===== src/rtl/sst_pkg.sv =====
package sst_pkg;
  localparam int unsigned WORD_W = 8;

  // Shift frame: data byte plus optional ninth bit in the top position.
  typedef logic [WORD_W:0] frame_t;

  // System clocks spent in one clock half (idle or active).
  function automatic logic [31:0] half_len(input logic [31:0] div);
    return (div + 32'd1) << 1;
  endfunction

  // Index of the final bit of a frame.
  function automatic logic [3:0] last_index(input logic nine);
    return nine ? 4'd8 : 4'd7;
  endfunction
endpackage


===== src/rtl/sst_baud.sv =====
module sst_baud #(
  parameter int unsigned DIV_W = 8
) (
  input  logic             clk,
  input  logic             rst_n,
  input  logic             run,
  input  logic             restart,
  input  logic [DIV_W-1:0] div,
  output logic             half_end
);
  localparam int unsigned CNT_W = DIV_W + 2;

  logic [CNT_W-1:0] cnt;
  logic [31:0]      half_m1;

  assign half_m1  = sst_pkg::half_len(32'(div)) - 32'd1;
  assign half_end = run && ({{(32-CNT_W){1'b0}}, cnt} == half_m1);

  always_ff @(posedge clk) begin
    if (!rst_n) begin
      cnt <= '0;
    end else if (restart || !run || half_end) begin
      cnt <= '0;
    end else begin
      cnt <= cnt + 1'b1;
    end
  end
endmodule


===== src/rtl/sst_hold.sv =====
module sst_hold (
  input  logic              clk,
  input  logic              rst_n,
  input  logic              enable,
  input  logic              wr_valid,
  input  logic [7:0]        wr_data,
  input  logic              wr_ninth,
  input  logic              take,
  output logic              full,
  output sst_pkg::frame_t   frame,
  output logic              overrun
);
  logic accept;

  assign accept = wr_valid && enable && !full;

  always_ff @(posedge clk) begin
    if (!rst_n) begin
      full    <= 1'b0;
      frame   <= '0;
      overrun <= 1'b0;
    end else begin
      overrun <= wr_valid && enable && full;
      if (!enable) begin
        full <= 1'b0;
      end else if (accept) begin
        full  <= 1'b1;
        frame <= {wr_ninth, wr_data};
      end else if (take) begin
        full <= 1'b0;
      end
    end
  end
endmodule


===== src/rtl/sst_shift.sv =====
module sst_shift (
  input  logic            clk,
  input  logic            rst_n,
  input  logic            abort,
  input  logic            load,
  input  sst_pkg::frame_t load_frame,
  input  logic            load_nine,
  input  logic            half_end,
  output logic            busy,
  output logic            active,
  output logic            sdat,
  output logic            last_end
);
  sst_pkg::frame_t sreg;
  logic [3:0]      idx;
  logic [3:0]      last_idx;

  assign last_end = busy && half_end && active && (idx == last_idx);
  assign sdat     = busy && sreg[0];

  always_ff @(posedge clk) begin
    if (!rst_n) begin
      busy     <= 1'b0;
      active   <= 1'b0;
      sreg     <= '0;
      idx      <= '0;
      last_idx <= 4'd7;
    end else if (abort) begin
      busy   <= 1'b0;
      active <= 1'b0;
      sreg   <= '0;
      idx    <= '0;
    end else if (load) begin
      busy     <= 1'b1;
      active   <= 1'b0;
      sreg     <= load_frame;
      idx      <= '0;
      last_idx <= sst_pkg::last_index(load_nine);
    end else if (busy && half_end) begin
      if (!active) begin
        active <= 1'b1;
      end else begin
        active <= 1'b0;
        if (idx == last_idx) begin
          busy <= 1'b0;
          sreg <= '0;
          idx  <= '0;
        end else begin
          idx  <= idx + 1'b1;
          sreg <= sreg >> 1;
        end
      end
    end
  end
endmodule


===== src/rtl/sst_master_tx.sv =====
module sst_master_tx #(
  parameter int unsigned DIV_W = 8
) (
  input  logic             clk,
  input  logic             rst_n,
  input  logic             tx_en,
  input  logic             nine_bit_en,
  input  logic             clk_idle_high,
  input  logic [DIV_W-1:0] baud_div,
  input  logic             wr_valid,
  input  logic [7:0]       wr_data,
  input  logic             ninth_bit,
  input  logic             tx_irq_en,
  output logic             ser_clk,
  output logic             ser_data,
  output logic             ser_data_oe,
  output logic             tx_flag,
  output logic             tx_irq,
  output logic             shift_empty,
  output logic             overrun
);
  logic            hold_full;
  sst_pkg::frame_t hold_frame;
  logic            load;
  logic            busy;
  logic            active;
  logic            sdat;
  logic            last_end;
  logic            half_end;

  // Transfer event: a queued word and a shifter that is free or finishing.
  assign load = tx_en && hold_full && (!busy || last_end);

  sst_hold u_hold (
    .clk      (clk),
    .rst_n    (rst_n),
    .enable   (tx_en),
    .wr_valid (wr_valid),
    .wr_data  (wr_data),
    .wr_ninth (ninth_bit),
    .take     (load),
    .full     (hold_full),
    .frame    (hold_frame),
    .overrun  (overrun)
  );

  sst_baud #(.DIV_W(DIV_W)) u_baud (
    .clk      (clk),
    .rst_n    (rst_n),
    .run      (busy && tx_en),
    .restart  (load),
    .div      (baud_div),
    .half_end (half_end)
  );

  sst_shift u_shift (
    .clk        (clk),
    .rst_n      (rst_n),
    .abort      (!tx_en),
    .load       (load),
    .load_frame (hold_frame),
    .load_nine  (nine_bit_en),
    .half_end   (half_end),
    .busy       (busy),
    .active     (active),
    .sdat       (sdat),
    .last_end   (last_end)
  );

  assign ser_clk     = (busy && active) ? ~clk_idle_high : clk_idle_high;
  assign ser_data    = sdat;
  assign ser_data_oe = tx_en;
  assign tx_flag     = !hold_full;
  assign tx_irq      = tx_flag && tx_irq_en;
  assign shift_empty = !busy;
endmodule


===== config.mk =====
export PLATFORM = sky130hd
export DESIGN_NAME = sst_master_tx
export DESIGN_NICKNAME = d
export VERILOG_FILES = /design/src/rtl/sst_pkg.sv /design/src/rtl/sst_baud.sv /design/src/rtl/sst_hold.sv /design/src/rtl/sst_shift.sv /design/src/rtl/sst_master_tx.sv
export SDC_FILE = /design/constraint.sdc
export NUM_CORES = 1
export LEC_CHECK = 0
export BUFFER_PORTS_ARGS = -buffer_cell sky130_fd_sc_hd__buf_4
export CAP_MARGIN = 40
export CORE_ASPECT_RATIO = 1.2
export CORE_UTILIZATION = 55
export DETAILED_ROUTE_END_ITERATION = 8
export GPL_ROUTABILITY_DRIVEN = 0
export HOLD_SLACK_MARGIN = 0.1
export PLACE_DENSITY = 0.83
export SLEW_MARGIN = 20
export SYNTH_ARGS = -nofsm -noshare
export SYNTH_HDL_FRONTEND = slang
export SYNTH_SLANG_ARGS = --single-unit

===== constraint.sdc =====
create_clock -name clk -period 6.83 [get_ports clk]
set_clock_uncertainty 0.1 [all_clocks]
set_input_delay 1.0245 -clock clk [delete_from_list [all_inputs] [get_ports clk]]
set_output_delay 1.0245 -clock clk [all_outputs]
set_load 0.01 [all_outputs]

# Yosys cells after proc, flatten, opt, wreduce, memory -nomap -nowiden
# Cells that the tools add are included.
# classes
n_addsub	4
n_eq_ne	2
muxes	14
bitwise_logic	3
reduce_logical	31
# op_table
operator	n
== test 10 x 32 -> 1 bit	1
subtractor 32 x 1 -> 32 bit (second input constant)	1
two-way mux 9 bit	3
logical AND 1 bit	13
adder 10 x 1 -> 10 bit (second input constant)	1
AND reduction 2 bit	5
adder 8 x 1 -> 9 bit (second input constant)	1
two-way mux 1 bit	8
two-way mux 4 bit	2
two-way mux 8 bit	1
nonzero test 2 bit	4
adder 4 x 1 -> 4 bit (second input constant)	1
== test 4 bit	1
logical NOT 1 bit	3
logical OR 1 bit	3
NOT 1 bit	3
AND reduction 3 bit	1
OR reduction 3 bit	1
OR reduction 2 bit	1
# totals
regBits	40
out_inout_bits	7

# Longest topological paths before layout
# Gate-level depths: netlist of the first run.
# logic_depth
depth_word	12
ltp_mapped	15
ltp_nobuf	12

# Hierarchy
# A second synthesis of the first run with hierarchy kept.
# hier_totals
cells_unflattened	282
hier_area_um2	2334.7
# by_module_without_submodules
module	instances	cells_each	area_each_um2
sst_baud	1	127	1059.8
sst_shift	1	99	790.8
sst_hold	1	47	432.9
sst_master_tx	1	9	51.3

# Worst setup path after synthesis of the first run
# Ideal clock, no wire load.
# synth_path
kind	input port to flip-flop
from	in baud_div[0]
to	reg u_shift.idx[3]
setup_ns	0.070
t_arrival_ns	4.106
path_slack_ns	2.554
stages	14
path_buffers	2
cell_sequence	ha_1 > buf_6 > or2_2 > o21ai_1 > a21oi_1 > nor3_1 > ha_1 > xnor2_1 > a2111oi_2 > nand4_1 > or4b_1 > buf_2 > or4_1 > a21oi_1
# synth_via
elab_chain_cells	10
word_cells_on_any_way	11
# synth_lines
item	line	source
start: declaration	sst_master_tx.sv:9	input logic [DIV_W-1:0] baud_div,
adder 8 x 1 -> 9 bit (*)	sst_pkg.sv:9	return (div + 32'd1) << 1;
subtractor 32 x 1 -> 32 bit (*)	sst_baud.sv:16	assign half_m1 = sst_pkg::half_len(32'(div)) - 32'd1;
== test 10 x 32 -> 1 bit (*)	sst_baud.sv:17	assign half_end = run && ({{(32-CNT_W){1'b0}}, cnt} == half_m1);
logical AND 1 bit (*)	sst_baud.sv:17	
logical AND 1 bit (*)	sst_shift.sv:18, sst_shift.sv:39	
logical AND 1 bit (2 in a row)	sst_shift.sv:18	assign last_end = busy && half_end && active && (idx == last_idx);
logical OR 1 bit	sst_master_tx.sv:32	assign load = tx_en && hold_full && (!busy || last_end);
logical AND 1 bit	sst_master_tx.sv:32	
OR reduction 3 bit (no source line)	-	
end signal: assignment	sst_shift.sv:49	idx <= idx + 1'b1;
end: declaration	sst_shift.sv:15	logic [3:0] idx;
# Every way passes the cells marked *; elsewhere a longest branch is shown, timed or not.
# A chain may end at the register's enable or synchronous reset.

# Worst setup path in the final report of the first run
# Ends and elaborated chain as after synthesis.

==> results.ini, run 1 <==
[status]
status = finished, final reports clean

[synthesis]
ys_seq_area_frac = 0.338
synth_edf_count = 0
syn_area_um2 = 2250
ys_types = 49
synth-main-ff-cell = dfxtp_1
yosys_warnings = 0
syn_nets = 279
async_flop_share = 0
avgSynthCellArea_um2 = 9.00
syn_inst = 250
ys_ff_latch = 38

[worst_setup_path]
cp_slowest_cell = or4b_1
crit_chain = buf_4, ha_1, or2_2, o21ai_1, a21oi_1, nor3_1, ha_1, xnor2_1, a2111oi_2, nand4_1, or4b_1, or4_1, a21oi_1
r2r-start = u_baud.cnt[2]
reg2regPathDepth = 7
criticalPathCategory = primary input to register
cp-end-kind = register
worstPathArrival_ns = 4.77
crit_buf_inv = 1
cp.required_ns = 6.94
cpPeakStageDelay_ns = 0.81
timing.rr.end = u_shift.idx[3]
startpoint_type = primary input
crit_family = simple AND/OR/NAND/NOR gates
cp_max_fo = 16
r2r_slack_ns = 3.59

[placed_design]
placed_cell_area_um2 = 2460
portBuffers = 30
dpl.hpwl_mm = 3.28

[floorplanning]
initial_utilization = 0.571
rows = 25
die_w_um = 60.4
dieArea_um2 = 4350
ios = 31
die_h_um = 72.1
core-area_um2 = 3940

[clock_tree]
h-tree-depth = 2
postCtsSetupBuffers = 0
clkLatencyLatePin_ns = 0.28
ctsHoldBuffers = 0
cts_resized = 0
clock_path_buffers = 2
path_clk_slew_ns = 0.07
cts-root-buf = clkbuf_8
clkSinkCount = 38
tritoncts = done
cts_buffers = 5

[drt]
ant_nets = 0
vias = 1845
first_iter_violations = 129
wl_mm = 4.50
drt_first_pass_iters = 4
vias_per_cell = 5.61
wl_per_cell_um = 13.7
drcViolationCount = 0

[timing]
tightest_slew_ns = 0.622
grt_setup_unrepaired = false
slew_headroom = 0.585
timing.final.max_slew_violations = 0
min_period_over_period = 0.682
min_period_ns = 4.66
setup_tns_ns = 0
hold_viol = 0
setup_viol = 0
max_freq_ghz = 0.215

[min_path]
min_to = u_shift.sreg[7]
min_path_cells = 1
hold_start = u_hold.frame[7]
hold_path_class = register to register

[global_routing]
grt_pass1_vias = 1638
antenna_found_initial = 0
grt_pass1_wl_mm = 7.27
grt_overflow_total = 0
grt_usage = 0.221
grt_max_degree = 17

[finish]
antenna_cells = 0
layout.nets = 303
areaGrowthSynthToFinish_pct = 13.6
stdcell_area_um2 = 2560
drive_gt1_frac = 0.182

[run]
drv_cap = 0

[power]
pwr_density_cell_nw_per_um2 = 171
ir_drop_v = 0.000157
p_leak_uw = 0.00105

==> registers in the layout (all words and copies together) (netlist names) <==
signal and cells:
u_baud.cnt 10, u_hold.frame 9, u_shift.sreg 9, u_shift.idx 4, u_shift.last_idx 2, u_hold.full 1, u_hold.overrun 1, u_shift.active 1
u_shift.busy 1
==> power breakdown <==
| group | leakage (uW) | internal (uW) | switching [uW] |
|---|---|---|---|
| clock | 0.0000472 | 81.0 | 74.8 |
| combinational | 0.000691 | 26.4 | 28.4 |
| sequential | 0.000307 | 225 | 2.20 |
==> Yosys cell counts, types with 2 or more instances <==
| library cell | instances | area, um^2 |
|---|---|---|
| and3_4 | 2 | 22.5 |
| or4b_1 | 2 | 20.0 |
| or3_1 | 4 | 25.0 |
| a221oi_1 | 2 | 17.5 |
| mux2i_1 | 19 | 190 |
| xnor2_1 | 18 | 158 |
| and2_1 | 3 | 18.8 |
| nand4_1 | 6 | 37.5 |
| nor2b_1 | 20 | 125 |
| ha_1 | 5 | 62.6 |
| nor3_1 | 4 | 20.0 |
| o2bb2ai_1 | 8 | 70.1 |
| nand3_1 | 13 | 65.1 |
| and3_1 | 4 | 25.0 |
| a21o_1 | 2 | 15.0 |
| a211o_1 | 2 | 17.5 |
| buf_6 | 4 | 45.0 |
| buf_2 | 3 | 15.0 |
| clkbuf_1 | 6 | 22.5 |
| inv_1 | 7 | 26.3 |
| nor2_1 | 15 | 56.3 |
| o21ai_0 | 4 | 20.0 |
| a21oi_1 | 10 | 50.1 |
| or2_2 | 2 | 12.5 |
| a32o_1 | 2 | 20.0 |
| xor2_1 | 11 | 96.3 |
| o211ai_1 | 2 | 15.0 |
| nand2_1 | 11 | 41.3 |
| dfxtp_1 | 38 | 761 |
| or4_1 | 2 | 15.0 |
==> cell type report <==
class | instances | area (um^2)
timing repair buffer | 32 | 238
clock inverter | 2 | 12.5
tap | 54 | 67.6
multi-input combinational | 190 | 1370
sequential | 38 | 761
fill | 342 | 1380
inverter | 7 | 26.3
clock buffer | 6 | 82.6
==> cell usage in the layout, fill, tap and decap left out, types with 7 or more instances in the layout <==
cell type / instances
a21oi_1: 10
buf_4: 31
dfxtp_1: 38
inv_1: 7
mux2i_1: 19
nand2_1: 11
nand3_1: 13
nor2_1: 15
nor2b_1: 20
o2bb2ai_1: 8
xnor2_1: 18
xor2_1: 11
==> per-layer routing <==
layer	vias up	GRT usage	part of all wire
met3	10	0.0339	0.035
met5	-	0	0
met2	49	0.355	0.48
met4	0	0.0956	0.024
li1	938	-	-
met1	848	0.288	0.46
==> how the worst max path moves through the flow <==
stage	to	from	slack, ns	cells after the start
after floorplan	u_shift.idx[3]	baud_div[0]	2.55	14
after global placement	u_shift.idx[3]	baud_div[0]	2.02	13
after detailed placement	u_shift.idx[3]	baud_div[0]	1.89	13
after CTS	u_shift.idx[3]	baud_div[0]	2.20	13
after global routing	u_shift.idx[3]	baud_div[1]	1.94	13
final	u_shift.idx[3]	baud_div[0]	2.17	13
==> per-stage QoR <==
step / setup WS (ns) / std cells / total power (uW) / util / hold slack, ns
finish: 2.17 / 329 / 438 / 0.649 / 0.364
global placement: 2.02 / 320 / 286 / 0.623 / 0.343
global route: 1.94 / 329 / 455 / 0.649 / 0.397
floorplan: 2.55 / 250 / 268 / - / 0.326
detailed placement: 1.89 / 320 / 286 / 0.623 / 0.352
CTS: 2.20 / 328 / 441 / 0.648 / 0.370
==> cells by family after synthesis <==
group           count (synthesis)  synth area share
xor+xnor                       29             0.113
simple gates                   95             0.244
mux                            19            0.0845
buf+inv                        22            0.0534
flops                          38             0.338
fa+ha+maj                       5            0.0278
compound gates                 42             0.140
(Power assumes the default switching activity.)
==> run 2, diff against run 1 <==
--- a/config.mk
+++ b/config.mk
@@ -8,11 +8,11 @@
 export BUFFER_PORTS_ARGS = -buffer_cell sky130_fd_sc_hd__buf_4
 export CAP_MARGIN = 40
 export CORE_ASPECT_RATIO = 1.2
-export CORE_UTILIZATION = 55
+export CORE_UTILIZATION = 52
 export DETAILED_ROUTE_END_ITERATION = 8
 export GPL_ROUTABILITY_DRIVEN = 0
 export HOLD_SLACK_MARGIN = 0.1
-export PLACE_DENSITY = 0.83
+export PLACE_DENSITY = 0.82
 export SLEW_MARGIN = 20
 export SYNTH_ARGS = -nofsm -noshare
 export SYNTH_HDL_FRONTEND = slang
==> constraint.sdc (replaced) <==
create_clock -name clk -period 3.9 [get_ports clk]
set_clock_uncertainty 0.1 [all_clocks]
set_input_delay 0.585 -clock clk [delete_from_list [all_inputs] [get_ports clk]]
set_output_delay 0.585 -clock clk [all_outputs]
set_load 0.01 [all_outputs]
==> results.ini, run 2 (synthesis gave the netlist of run 1 again) <==
[global_routing]
grt_pass1_vias = 1635  ; was 1638
grt_pass1_wl_mm = 7.04  ; was 7.27 mm
grt_usage = 0.207  ; was 0.221
antenna_found_initial = 0  ; unchanged
grt_overflow_total = 0  ; unchanged
grt_max_degree = 16  ; was 17

[floorplanning]
rows = 25  ; unchanged
initial_utilization = 0.558  ; was 0.571
die_w_um = 62.1  ; was 60.4 um
core-area_um2 = 4040  ; was 3940 um^2
ios = 31  ; unchanged
dieArea_um2 = 4600  ; was 4350 um^2
die_h_um = 74.1  ; was 72.1 um

[run]
drv_cap = 0  ; unchanged

[timing]
min_period_over_period = 0.933
hold_viol = 0  ; unchanged
setup_viol = 0  ; unchanged
max_freq_ghz = 0.275
grt_setup_unrepaired = false  ; unchanged
min_period_ns = 3.64
tightest_slew_ns = 0.623  ; was 0.622 ns
setup_tns_ns = 0  ; unchanged
timing.final.max_slew_violations = 0  ; unchanged
slew_headroom = 0.584  ; was 0.585

[status]
status = finished, final reports clean  ; unchanged

[clock_tree]
tritoncts = done  ; unchanged
postCtsSetupBuffers = 0  ; unchanged
h-tree-depth = 2  ; unchanged
clkSinkCount = 38  ; unchanged
cts_buffers = 5  ; unchanged
path_clk_slew_ns = 0.07  ; about the same
cts-root-buf = clkbuf_8  ; unchanged
clock_path_buffers = 2  ; unchanged
clkLatencyLatePin_ns = 0.29  ; was 0.28 ns

[finish]
reg_top3 = u_baud.cnt: 10 flops, u_hold.frame: 9 flops, u_shift.sreg: 9 flops  ; unchanged
layout.nets = 312  ; was 303
regMostFlops = u_baud.cnt  ; unchanged
multi_input_area_um2 = 1370  ; about the same
final_common_cell = buf_4  ; was dfxtp_1
nFillCells = 337  ; was 342
drive_gt1_frac = 0.208  ; was 0.182
final_cell_mix = buf_4, dfxtp_1, nor2b_1  ; was dfxtp_1, buf_4, nor2b_1
largest_register_ffs = 10  ; unchanged
postLayoutCoreUtil = 0.656  ; was 0.649
areaGrowthSynthToFinish_pct = 17.7  ; was 13.6%
antenna_cells = 0  ; unchanged
stdcell_count = 337  ; was 329
seq_area_um2 = 761  ; unchanged

[drt]
vias = 1869  ; was 1845
wl_mm = 4.46  ; was 4.50 mm
vias_per_cell = 5.55  ; was 5.61
drcViolationCount = 0  ; unchanged
ant_nets = 0  ; unchanged
drt_first_pass_iters = 4  ; unchanged
first_iter_violations = 194  ; was 129
wl_per_cell_um = 13.2  ; was 13.7 um

[worst_setup_path]
r2r_slack_ns = 1.06  ; was 3.59 ns
startpoint = baud_div[0]  ; unchanged
cp.required_ns = 4.03  ; was 6.94 ns
timing.rr.end = u_shift.idx[3]  ; unchanged
startpoint_type = primary input  ; unchanged
cp_max_fo = 6  ; was 16
r2r-start = u_baud.cnt[2]  ; unchanged
criticalPathCategory = primary input to register  ; unchanged
cp-end-kind = register  ; unchanged
reg2regPathDepth = 7  ; unchanged
worstPathArrival_ns = 3.77  ; was 4.77 ns

[power]
p_leak_uw = 0.00110  ; was 0.00105 uW
ir_drop_v = 0.000242  ; was 0.000157 V
pwr_density_cell_nw_per_um2 = 316  ; was 171 nW/um^2

[min_path]
hold_path_class = primary input to register  ; was register to register
hold_start = nine_bit_en  ; was u_hold.frame[7]
min_to = u_shift.last_idx[2]  ; was u_shift.sreg[7]
min_path_cells = 2  ; was 1

[placed_design]
dpl.hpwl_mm = 3.33  ; was 3.28 mm
dp_cells = 330  ; was 320
portBuffers = 30  ; unchanged

==> run 2: cell count changes in the layout (fill, tap and decap cells not counted) <==
cell | previous run | this run
buf_4 | 31 | 41
or4b_1 | 2 | 1
clkinv_2 | 1 | 0
clkinvlp_4 | 1 | 0
or4b_4 | 0 | 1
buf_2 | 1 | 0
bufinv_16 | 0 | 1
==> run 2: how the worst max path moves through the flow <==
stage / endpoint / slack, ns
2_1_floorplan: u_shift.idx[3] / 0.06
3_3_place_gp: u_shift.idx[3] / -0.02
3_5_place_dp: u_shift.idx[3] / -0.08
4_1_cts: u_shift.idx[3] / 0.21
5_1_grt: u_shift.idx[3] / 0.004
6_report: u_shift.idx[3] / 0.26
==> run 2: critical path, stage by stage <==
cell	delay (ns)
buf_4	0.12
ha_1	0.23
or2_2	0.31
o21ai_1	0.10
a21oi_1	0.11
nor3_1	0.21
ha_1	0.27
xnor2_1	0.14
a2111oi_2	0.33
nand4_1	0.16
or4b_4	0.54
or4_1	0.51
a21oi_1	0.14
==> run 2: timing repair <==
action,in CTS,in global routing
hold buffers,0,0
gates resized for setup,0,1
setup endpoints to repair,0,2
==> run 2: cell type report <==
| type | instances | share of cell area |
|---|---|---|
| tap | 54 | 0.0255 |
| inverter | 7 | 0.00992 |
| sequential | 38 | 0.287 |
| clock buffer | 6 | 0.0312 |
| multi-input combinational | 190 | 0.519 |
| timing repair buffer | 41 | 0.116 |
| clock inverter | 1 | 0.0113 |
==> run 2: metal layers <==
metal | vias up | routed length, um | global-route usage | part of all wire
met1 | 871 | 2010 | 0.251 | 0.45
met3 | 8 | 183 | 0.0504 | 0.041
met4 | 0 | 75 | 0.0815 | 0.017
met5 | - | 0 | 0 | 0
met2 | 38 | 2190 | 0.346 | 0.49
li1 | 952 | - | - | -
==> run 2: power by group <==
group          switching (uW)  internal [uW]  leakage [uW]  total (uW)
logic                    50.7           49.4      0.000734         100
registers                4.02            394      0.000307         398
clock network             134            205     0.0000573         338
total                     188            648       0.00110         836
==> run 2: per-stage QoR <==
step                      setup slack [ns]  cell area, um^2  power [uW]  hold WS (ns)
after CTS                            0.211             2650         841         0.362
after global routing               0.00406             2650         865         0.355
after detailed placement           -0.0799             2530         506         0.358
after global placement             -0.0190             2530         504         0.342
final                                0.260             2650         836         0.367
after floorplan                     0.0633             2250         470         0.326
==> run 3, diff against run 2 <==
--- a/config.mk
+++ b/config.mk
@@ -12,7 +12,7 @@
 export DETAILED_ROUTE_END_ITERATION = 8
 export GPL_ROUTABILITY_DRIVEN = 0
 export HOLD_SLACK_MARGIN = 0.1
-export PLACE_DENSITY = 0.82
+export PLACE_DENSITY = 0.76
 export SLEW_MARGIN = 20
 export SYNTH_ARGS = -nofsm -noshare
 export SYNTH_HDL_FRONTEND = slang
==> results.ini, run 3 (synthesis gave the netlist of run 1 again) <==
[finish]
layout.nets = 311  ; was 312
antenna_cells = 0  ; unchanged
stdcell_area_um2 = 2670  ; was 2650 um^2
largest_register_ffs = 10  ; unchanged
areaGrowthSynthToFinish_pct = 18.5  ; was 17.7%
postLayoutCoreUtil = 0.661  ; was 0.656
drive_gt1_frac = 0.205  ; was 0.208
regMostFlops = u_baud.cnt  ; unchanged
final_common_cell = buf_4  ; unchanged
final_cell_mix = buf_4, dfxtp_1, nor2b_1  ; unchanged
seq_area_um2 = 761  ; unchanged
stdcell_count = 337  ; unchanged
nFillCells = 340  ; was 337
multi_input_area_um2 = 1370  ; about the same
reg_top3 = u_baud.cnt: 10 flops, u_hold.frame: 9 flops, u_shift.sreg: 9 flops  ; unchanged

[timing]
setup_viol = 0  ; unchanged
tightest_slew_ns = 0.602  ; was 0.623 ns
min_period_over_period = 0.938  ; was 0.933
min_period_ns = 3.66  ; was 3.64 ns
timing.final.max_slew_violations = 0  ; unchanged
hold_viol = 0  ; unchanged
slew_headroom = 0.597  ; was 0.584
max_freq_ghz = 0.273  ; was 0.275 GHz
setup_tns_ns = 0  ; unchanged
grt_setup_unrepaired = false  ; unchanged

[run]
drv_cap = 0  ; unchanged

[clock_tree]
h-tree-depth = 2  ; unchanged
cts_buffers = 5  ; unchanged
cts_resized = 0  ; unchanged
cts-root-buf = clkbuf_8  ; unchanged
postCtsSetupBuffers = 0  ; unchanged
clock_path_buffers = 2  ; unchanged
path_clk_slew_ns = 0.07  ; about the same
clkLatencyLatePin_ns = 0.29  ; about the same
tritoncts = done  ; unchanged
clkSinkCount = 38  ; unchanged
ctsHoldBuffers = 0  ; unchanged

[drt]
vias = 1881  ; was 1869
drcViolationCount = 0  ; unchanged
ant_nets = 0  ; unchanged
first_iter_violations = 107  ; was 194
vias_per_cell = 5.58  ; was 5.55
wl_mm = 4.46  ; about the same
wl_per_cell_um = 13.2  ; about the same
drt_first_pass_iters = 4  ; unchanged

[worst_setup_path]
crit_chain = buf_4, ha_1, or2_2, o21ai_1, a21oi_1, nor3_1, ha_1, xnor2_1, a2111oi_2, nand4_1, or4b_1, or4_1, a21oi_1  ; was buf_4, ha_1, or2_2, o21ai_1, a21oi_1, nor3_1, ha_1, xnor2_1, a2111oi_2, nand4_1, or4b_4, or4_1, a21oi_1
cp_max_fo = 4  ; was 6
cp-end-kind = register  ; unchanged
worstPathArrival_ns = 3.78  ; was 3.77 ns
criticalPathCategory = primary input to register  ; unchanged
startpoint_type = primary input  ; unchanged
crit_family = simple AND/OR/NAND/NOR gates  ; unchanged
cp_slowest_cell = or4b_1  ; was or4b_4
cpPeakStageDelay_ns = 0.55  ; was 0.54 ns
cp.required_ns = 4.02  ; was 4.03 ns
crit_buf_inv = 1  ; unchanged

[placed_design]
dp_cells = 329  ; was 330
portBuffers = 30  ; unchanged
placed_cell_area_um2 = 2520  ; was 2530 um^2
dpl.hpwl_mm = 3.30  ; was 3.33 mm

[global_routing]
grt_overflow_total = 0  ; unchanged
grt_pass1_vias = 1697  ; was 1635
antenna_found_initial = 0  ; unchanged
grt_usage = 0.217  ; was 0.207
grt_max_degree = 16  ; unchanged
grt_pass1_wl_mm = 7.32  ; was 7.04 mm

[status]
status = finished, final reports clean  ; unchanged

[floorplanning]
ios = 31  ; unchanged
die_w_um = 62.1  ; unchanged
die_h_um = 74.1  ; unchanged
core-area_um2 = 4040  ; unchanged
rows = 25  ; unchanged
initial_utilization = 0.558  ; unchanged
dieArea_um2 = 4600  ; unchanged

[min_path]
hold_path_class = register to register  ; was primary input to register

[power]
comb_power_share = 0.110  ; was 0.120
p_sw_uw = 186  ; was 188 uW
seqPwrFrac = 0.441  ; was 0.476
pwr_density_cell_nw_per_um2 = 338  ; was 316 nW/um^2
ir_drop_v = 0.000325  ; was 0.000242 V
p_leak_uw = 0.00111  ; was 0.00110 uW
intPower_uw = 716  ; was 648 uW
clkPwrFrac = 0.449  ; was 0.405
p_sw_frac = 0.206  ; was 0.225

## run 3: cell count changes in the layout (fill, tap and decap cells not counted)
cell,change
buf_4,-1
or4b_4,-1
or4b_1,+1
bufinv_16,+1
## run 3: path summary, 6_finish.rpt
kind / start / to / slack (ns) / depth (start not counted)
max: baud_div[0] / u_shift.idx[3] / 0.24 / 13
min: u_hold.frame[3] / u_shift.sreg[3] / 0.36 / 1
max reg2reg: u_baud.cnt[2] / u_shift.idx[3] / 1.04 / 7
min reg2reg: u_hold.frame[3] / u_shift.sreg[3] / 0.36 / 1
## run 3: metrics by stage
step                hold slack, ns  setup WS, ns  total power, uW
floorplan                    0.326        0.0633              470
global placement             0.342       0.00971              504
detailed placement           0.348       -0.0611              506
CTS                          0.360         0.246              913
global route                 0.369        0.0144              936
finish                       0.359         0.243              902
## run 3: power by group through the flow
stage	Sequential, uW	Clock, uW	Combinational [uW]
3_3_place_gp	406	0	97.6
2_1_floorplan	405	0	64.8
3_5_place_dp	406	0	99.4
4_1_cts	397	416	99.6
5_1_grt	398	429	109
6_report	397	405	99.2
## run 3: worst reg2reg max path, stage by stage, from the launching register on
cell and delay, ns:
dfxtp_1 0.37, xor2_1 0.19, or3_1 0.34, a2111oi_2 0.42
nand4_1 0.16, or4b_1 0.55, or4_1 0.53, a21oi_1 0.14
## run 3: routing by layer
metal / track usage / vias to the layer above / part of all wire
li1: - / 960 / -
met1: 0.268 / 871 / 0.45
met2: 0.355 / 46 / 0.48
met3: 0.0487 / 4 / 0.053
met4: 0.0938 / 0 / 0.012
met5: 0 / - / 0
## run 3: layout make-up
class,instances,share of cell area
well taps,54,0.0253
flip-flops and latches,38,0.285
clock inverters,2,0.0225
repair buffers,40,0.113
clock buffers,6,0.0310
inverters,7,0.00985
multi-input cells,190,0.514
